[config.mk]
export PLATFORM = sky130hd
export DESIGN_NAME = banked_regfile
export DESIGN_NICKNAME = d
export VERILOG_FILES = /design/src/rtl/bank_pkg.sv /design/src/rtl/mode_decode.sv /design/src/rtl/phys_map.sv /design/src/rtl/status_bank.sv /design/src/rtl/banked_regfile.sv
export SDC_FILE = /design/constraint.sdc
export NUM_CORES = 2
export LEC_CHECK = 0
export BUFFER_PORTS_ARGS = -buffer_cell sky130_fd_sc_hd__buf_2
export CAP_MARGIN = 40
export CELL_PAD_IN_SITES_DETAIL_PLACEMENT = 1
export CELL_PAD_IN_SITES_GLOBAL_PLACEMENT = 1
export CORE_MARGIN = 2
export CORE_UTILIZATION = 28
export CTS_BUF_LIST = sky130_fd_sc_hd__clkbuf_8
export DETAILED_ROUTE_END_ITERATION = 10
export PLACE_DENSITY = 0.49
export REMOVE_ABC_BUFFERS = 1
export SLEW_MARGIN = 20
export SYNTH_ARGS = -nofsm -noshare
export SYNTH_HDL_FRONTEND = slang
export SYNTH_HIERARCHICAL = 1
export SYNTH_SLANG_ARGS = --single-unit
[constraint.sdc]
create_clock -name clk -period 5.19 [get_ports clk]
set_clock_uncertainty 0.2 [all_clocks]
set_input_delay 0.2595 -clock clk [delete_from_list [all_inputs] [get_ports clk]]
set_output_delay 0.2595 -clock clk [all_outputs]
set_load 0.05 [all_outputs]
[src/rtl/bank_pkg.sv]
// Shared encodings and physical layout of the mode-banked register file.
// Assumes a 16-entry architectural register space and seven operating modes.
package bank_pkg;
    localparam int MODE_W = 5;
    localparam int REG_W  = 4;

    localparam logic [MODE_W-1:0] MODE_USR = 5'b10000;
    localparam logic [MODE_W-1:0] MODE_FIQ = 5'b10001;
    localparam logic [MODE_W-1:0] MODE_IRQ = 5'b10010;
    localparam logic [MODE_W-1:0] MODE_SVC = 5'b10011;
    localparam logic [MODE_W-1:0] MODE_ABT = 5'b10111;
    localparam logic [MODE_W-1:0] MODE_UND = 5'b11011;
    localparam logic [MODE_W-1:0] MODE_SYS = 5'b11111;

    // Register bank selected by a mode; USR also serves system and unlisted modes
    typedef enum logic [2:0] {
        BK_USR = 3'd0,
        BK_FIQ = 3'd1,
        BK_IRQ = 3'd2,
        BK_SVC = 3'd3,
        BK_ABT = 3'd4,
        BK_UND = 3'd5
    } bank_e;

    localparam int NUM_BANKS    = 6;
    localparam int NUM_SAVED    = NUM_BANKS - 1;
    localparam int NUM_LOW      = 8;   // r0..r7, never banked
    localparam int HI_FIRST     = 8;   // r8
    localparam int NUM_HI       = 5;   // r8..r12
    localparam int SPLR_FIRST   = HI_FIRST + NUM_HI;   // r13
    localparam int NUM_SPLR     = 2;   // r13, r14
    localparam int PC_NUM       = 15;

    // Physical layout: low | user hi | fiq hi | sp/lr per bank | pc
    localparam int PHYS_HI_USR  = NUM_LOW;
    localparam int PHYS_HI_FIQ  = PHYS_HI_USR + NUM_HI;
    localparam int PHYS_SPLR    = PHYS_HI_FIQ + NUM_HI;
    localparam int PHYS_PC      = PHYS_SPLR + NUM_SPLR * NUM_BANKS;
    localparam int NUM_PHYS     = PHYS_PC + 1;
    localparam int PHYS_IDX_W   = $clog2(NUM_PHYS);
endpackage

[src/rtl/mode_decode.sv]
// Mode decoder: turns a 5-bit mode value into a register bank and a flag
// telling whether the mode owns a saved-status register.
// Assumes unlisted mode values behave as user mode.
module mode_decode
    import bank_pkg::*;
(
    input  logic [MODE_W-1:0] mode,
    output bank_e             bank,
    output logic              has_saved
);
    // Map each legal encoding to its bank; default to the user bank
    always_comb begin
        bank      = BK_USR;
        has_saved = 1'b1;
        case (mode)
            MODE_FIQ: bank = BK_FIQ;
            MODE_IRQ: bank = BK_IRQ;
            MODE_SVC: bank = BK_SVC;
            MODE_ABT: bank = BK_ABT;
            MODE_UND: bank = BK_UND;
            default: begin
                bank      = BK_USR;
                has_saved = 1'b0;
            end
        endcase
    end
endmodule

[src/rtl/phys_map.sv]
// Register-number to physical-entry mapper for one port.
// Assumes the layout in bank_pkg; r15 and r0..r7 ignore the bank.
module phys_map
    import bank_pkg::*;
(
    input  logic [REG_W-1:0]      reg_num,
    input  bank_e                 bank,
    output logic [PHYS_IDX_W-1:0] idx
);
    int off;

    // Pick the physical slot from the register group and the bank
    always_comb begin
        if (int'(reg_num) < NUM_LOW) begin
            off = int'(reg_num);
        end else if (int'(reg_num) == PC_NUM) begin
            off = PHYS_PC;
        end else if (int'(reg_num) < SPLR_FIRST) begin
            off = ((bank == BK_FIQ) ? PHYS_HI_FIQ : PHYS_HI_USR) + int'(reg_num) - HI_FIRST;
        end else begin
            off = PHYS_SPLR + NUM_SPLR * int'(bank) + int'(reg_num) - SPLR_FIRST;
        end
        idx = PHYS_IDX_W'(off);
    end
endmodule

[src/rtl/status_bank.sv]
// Saved-status store: one register per exception mode, read and written
// through the register of the current mode.
// Assumes bank/has_saved come from mode_decode; synchronous active-low reset.
module status_bank
    import bank_pkg::*;
#(
    parameter int STS_W = 32
) (
    input  logic             clk,
    input  logic             rst_n,
    input  bank_e            bank,
    input  logic             has_saved,
    input  logic             we,
    input  logic [STS_W-1:0] wdata,
    output logic [STS_W-1:0] rdata
);
    localparam int SLOT_W = $clog2(NUM_SAVED);

    logic [NUM_SAVED-1:0][STS_W-1:0] sts;
    logic [SLOT_W-1:0]               slot;

    // Exception banks start at 1, so slot is bank minus one
    assign slot = SLOT_W'(int'(bank) - 1);

    for (genvar i = 0; i < NUM_SAVED; i++) begin : g_sts
        // Hold one mode's saved status; write only when that mode is current
        always_ff @(posedge clk) begin
            if (!rst_n) begin
                sts[i] <= '0;
            end else if (we && has_saved && int'(slot) == i) begin
                sts[i] <= wdata;
            end
        end
    end

    // Return the current mode's entry, zero for modes without one
    always_comb begin
        rdata = '0;
        if (has_saved) begin
            rdata = sts[slot];
        end
    end


    sts_ignore_chk: assert property (@(posedge clk) disable iff (!rst_n)
        (we && !has_saved) |=> $stable(sts));
endmodule

[src/rtl/banked_regfile.sv]
// Mode-banked general register file: current-mode register, two read ports,
// one write port, a user-bank override and per-mode saved status.
// Assumes synchronous active-low reset; reads are combinational, writes,
// mode loads and status writes take effect at the rising edge.
module banked_regfile
    import bank_pkg::*;
#(
    parameter int DATA_W = 32,
    parameter int STS_W  = 32
) (
    input  logic              clk,
    input  logic              rst_n,
    input  logic              mode_ld,
    input  logic [MODE_W-1:0] mode_in,
    output logic [MODE_W-1:0] cur_mode,
    input  logic              user_bank,
    input  logic [REG_W-1:0]  rd_a_sel,
    output logic [DATA_W-1:0] rd_a_data,
    input  logic [REG_W-1:0]  rd_b_sel,
    output logic [DATA_W-1:0] rd_b_data,
    input  logic              wr_en,
    input  logic [REG_W-1:0]  wr_sel,
    input  logic [DATA_W-1:0] wr_data,
    input  logic              sts_wr_en,
    input  logic [STS_W-1:0]  sts_wr_data,
    output logic [STS_W-1:0]  sts_rd_data
);
    localparam int NUM_PORTS = 3;
    localparam int P_RDA = 0;
    localparam int P_RDB = 1;
    localparam int P_WR  = 2;

    logic [MODE_W-1:0]                      mode_q;
    bank_e                                  cur_bank;
    bank_e                                  gpr_bank;
    logic                                   has_saved;
    logic [NUM_PORTS-1:0][REG_W-1:0]        port_sel;
    logic [NUM_PORTS-1:0][PHYS_IDX_W-1:0]   port_idx;
    logic [NUM_PHYS-1:0][DATA_W-1:0]        gpr;

    // Current mode: supervisor after reset, reloaded on request
    always_ff @(posedge clk) begin
        if (!rst_n) begin
            mode_q <= MODE_SVC;
        end else if (mode_ld) begin
            mode_q <= mode_in;
        end
    end

    assign cur_mode = mode_q;

    mode_decode u_dec (
        .mode      (mode_q),
        .bank      (cur_bank),
        .has_saved (has_saved)
    );

    // Register ports use the user bank while the override is high
    assign gpr_bank = user_bank ? BK_USR : cur_bank;

    assign port_sel = {wr_sel, rd_b_sel, rd_a_sel};

    for (genvar p = 0; p < NUM_PORTS; p++) begin : g_map
        phys_map u_map (
            .reg_num (port_sel[p]),
            .bank    (gpr_bank),
            .idx     (port_idx[p])
        );
    end

    for (genvar i = 0; i < NUM_PHYS; i++) begin : g_gpr
        // One physical entry: cleared on reset, loaded when the write maps here
        always_ff @(posedge clk) begin
            if (!rst_n) begin
                gpr[i] <= '0;
            end else if (wr_en && port_idx[P_WR] == PHYS_IDX_W'(i)) begin
                gpr[i] <= wr_data;
            end
        end
    end

    assign rd_a_data = gpr[port_idx[P_RDA]];
    assign rd_b_data = gpr[port_idx[P_RDB]];

    status_bank #(.STS_W(STS_W)) u_sts (
        .clk       (clk),
        .rst_n     (rst_n),
        .bank      (cur_bank),
        .has_saved (has_saved),
        .we        (sts_wr_en),
        .wdata     (sts_wr_data),
        .rdata     (sts_rd_data)
    );


    reset_mode_chk: assert property (@(posedge clk) disable iff (!rst_n)
        $past(!rst_n) |-> (cur_mode == MODE_SVC));


    sts_user_zero_chk: assert property (@(posedge clk) disable iff (!rst_n)
        (cur_mode == MODE_USR || cur_mode == MODE_SYS) |-> (sts_rd_data == '0));


    sys_bank_chk: assert property (@(posedge clk) disable iff (!rst_n)
        (cur_mode == MODE_SYS) |-> (cur_bank == BK_USR && !has_saved));


    wr_then_rd_chk: assert property (@(posedge clk) disable iff (!rst_n)
        (wr_en && !mode_ld) |=> (rd_a_sel != $past(wr_sel) ||
                                 user_bank != $past(user_bank) ||
                                 rd_a_data == $past(wr_data)));


    mode_load_chk: assert property (@(posedge clk) disable iff (!rst_n)
        mode_ld |=> (cur_mode == $past(mode_in)));
endmodule

==> summary.txt <==
Placement
  – Hpwl dp: roughly 190000 um
  – Port Buffers: 187
  – # placed instances: approximately 9500
  – Gpl congestion: 0.844

Critical path
  – Worst path depth: 17
  – Reg2reg end: gpr[766]
  – Crit-path max cell delay: ~0.40 ns
  – Setup CP Type: reg2out
  – CP arrival: just under 5 ns
  – Worst Path Max Fanout: 5
  – R2R Path Start: cur_mode[2]
  – CP cell instances: nand2_4, nor3_4, nor2b_4, buf_4, inv_1, ha_4, fa_2, xnor2_2, a2111oi_2, and3b_2, buf_6, and2_4, buf_12, buf_6, o211ai_1, nand4_1, buf_6
  – WP data required: about 4.7 ns
  – Delay-heaviest family, CP: simple AND/OR/NAND/NOR gates
  – CP bufs+invs: 6
  – CP endpoint kind: output port
  – Critical Path Start Type: flip-flop
  – Slowest CP cell: fa_2
  – Reg2Reg Setup Slack: between 0.2 and 0.3 ns
  – Most used cell, CP: buf_6
  – Reg2Reg Depth: 20

GRT
  – Initial antenna violation count: 27
  – First-pass GRT wire length: 455000 um
  – Global route overflow: 0
  – Vias in the first global route: about 59000
  – Total GRT Usage: between 20 and 30%
  – Largest net degree at the start of global routing: approximately 200

Floorplanning
  – Core ar.: ~0.22 mm^2
  – Chip height: ~470 um
  – DIE AREA: about 0.22 mm^2
  – Starting Density: between 20 and 30%
  – # IOs: roughly 190
  – FP Rows: between 150 and 200
  – Die X: roughly 470 um

Clock tree
  – Worst-path clk slew: ~0.060 ns
  – CTS tree: yes
  – Root Buffer: clkbuf_8
  – Clk_lat worst skew: slightly below 1 ns
  – CTS Buf Count: 222
  – CTS max path bufs: 3
  – CTS sink cnt: ~1200
  – H-tree depth: 4

Drt
  – Vias: 58000
  – Antenna-violating nets left: 0
  – Initial DRC Count: around 5300
  – Pre-antenna DRT Iters: 5
  – Top sig layer: met5
  – DRC violations left: 0
  – M1 WL: roughly 140000 um
  – Wire per inst: 31.8 um
  – Total wire length: between 300000 and 400000 um
  – Met2 Wirelength: 151000 um
  – Via/cell ratio: approximately 5.6
  – WL met3: roughly 24000 um

Worst hold path
  – HP Start: wr_sel[0]
  – Worst Hold Depth: 8
  – Worst Hold End: gpr[954]
  – Worst min path class: in2reg

Cells and area
  – Layout cell share with drive strength beyond 1: 23.9%
  – Most frequent cells in the layout: nand2_1 (2127), dfxtp_1 (1153), a21boi_0 (696)
  – Synth-to-layout area growth: 29.7%
  – Most common cell after layout, fill and taps aside: nand2_1
  – # nets final: about 7400
  – Filler cell count in the final layout: between 20000 and 25000
  – Non-filler instance count after layout: approximately 10000

Power
  – Comb pwr share: about a quarter
  – Psw: about 0.0082 W
  – Clk pwr share: 38.7%
  – Maximum vdd drop: ~0.00023 V
  – Sequential power share: between 30% and 40%
  – Power Dens Cells: approximately 310 mW/mm^2
  – Switching share of power: 33.2%
  – Internal power: ~0.017 W
  – Leak: ~28 nW

STA
  – Rel. slew slack: a little under two fifths
  – RSZ-0062 raised after global routing: true
  – Max-slew violation count: 0
  – Period utilisation layout: 103%
  – Fin Setup TNS: -3.32 ns
  – Final Hold Vio Count: 0
  – F_max: ~0.19 GHz
  – Post-route minimum period: between 5 and 6 ns
  – Endpoints failing setup: 51
  – Slew at the pin with the worst max-slew slack: around 0.94 ns
  – Post-route setup slack: -0.151 ns

Logic synthesis
  – Synth area leaders: dfxtp_1 (38%), nand2_1 (13%), mux4_2 (13%), a21boi_0 (8.6%), mux2i_1 (6.9%)
  – Synth warnings: 6
  – Synth Register Bits: ~1200
  – Synth Cell Area: between 0.06 and 0.07 mm^2
  – Synth top area share: between 30% and 40%
  – Register area share after synthesis: between 30% and 40%
  – Mean area per synthesized cell: between 8 and 9 um^2
  – Main synth FF type: dfxtp_1
  – Yosys cell types: 57
  – Share of synthesized registers carrying an async set or reset: 0%
  – Post-synth EDFFs: 0
  – Synth area leader: dfxtp_1
  – Cell count after synthesis: a little under 7000

Status
  – Status: finished, violations left
  – Failing checks: setup timing

Run
  – Maxcap violations: 0
registers in the layout, indices dropped and copies added, names as in the netlist:
| signal | cells |
|---|---|
| cur_mode | 5 |
| gpr | 992 |
| u_sts/sts | 160 |
how the worst max path moves through the flow:
stage	startpoint	endpoint	slack, ns
after global placement	cur_mode[2]	rd_a_data[1]	0.20
after floorplan	cur_mode[4]	rd_a_data[30]	-34.35
after detailed placement	cur_mode[2]	rd_a_data[1]	0.18
after CTS	cur_mode[3]	rd_a_data[1]	-0.30
final	cur_mode[4]	rd_a_data[14]	-0.15
after global routing	cur_mode[3]	rd_b_data[16]	-0.38
kinds of logic after synthesis:
family	share of synthesized area, %
mux	19.9
xor+xnor	0.197
flops	38.0
buf+inv	5.21
simple gates	16.8
compound gates	19.3
fa+ha+maj	0.631
cell type report:
class,count,area (um^2),area share [%]
antenna,10,25.0,0.0316
clock buffer,293,4030,5.09
clock inverter,110,598,0.756
inverter,54,203,0.256
multi-input combinational,4906,36400,45.9
sequential,1157,23200,29.3
tap,2854,3570,4.51
timing repair buffer,916,11200,14.1
tightest hold or removal path: cells and delay by family:
kind	cells	cell delay, ns
AND/OR/NAND/NOR	4	0.49
AO/OA/AOI/OAI	2	0.14
buffers and inverters	2	0.37
through the flow:
step                      area (um^2)  hold slack [ns]  total power [W]  setup WS, ns  utilization [%]
after floorplan                 58000            0.121           0.0126        -34.35                -
after global placement          66800            0.242           0.0137         0.203             30.8
after detailed placement        66800            0.253           0.0137         0.178             30.8
after CTS                       77500           0.0255           0.0246        -0.303             35.7
after global routing            79100            0.119           0.0256        -0.384             36.5
final                           79200            0.121           0.0248        -0.151             36.5
per-layer routing:
| layer | vias up | track usage [%] |
|---|---|---|
| met5 | - | 0 |
| met4 | 12 | 12.1 |
| met3 | 710 | 5.08 |
| met2 | 2250 | 46.6 |
| met1 | 30100 | 36.9 |
| li1 | 24900 | - |
cells in the mapped netlist, types with 3 or more instances:
library cell,n
a2111oi_2,3
a211oi_1,3
a21boi_0,696
a21boi_1,360
a21oi_1,13
a22o_1,32
a22oi_1,256
a31oi_1,6
and2_1,9
and2_2,3
and3_1,8
and3_2,3
and3b_1,7
and4b_1,3
and4bb_2,3
buf_1,8
buf_2,206
buf_4,18
clkbuf_1,472
dfxtp_1,1157
fa_1,3
ha_1,26
inv_1,54
mux2i_1,421
mux4_2,352
nand2_1,2149
nand2b_1,4
nand3_1,149
nand4_1,71
nor2_1,38
nor2_2,6
nor2b_1,18
nor3_1,6
nor3_2,7
nor3b_1,5
nor3b_4,3
nor4_1,3
o211ai_1,66
o21a_1,3
o21ai_0,76
o221ai_1,65
xnor2_1,10
power by group through the flow:
stage	combinational [W]	clock, W	sequential (W)
after floorplan	0.00327	0	0.00931
after global placement	0.00437	0	0.00934
after detailed placement	0.00439	0	0.00934
after CTS	0.00568	0.00981	0.00915
after global routing	0.00625	0.0102	0.00917
final	0.00609	0.00960	0.00916
what timing repair did:
action,in CTS,in global routing
pin swaps,141,135
setup buffers,168,89
hold buffers,129,0
setup endpoints to repair,64,94
gates resized for setup,447,162
cloned,53,13
endpoints found under the hold margin,1157,0
Note: power is estimated with default switching activity, not from simulation.
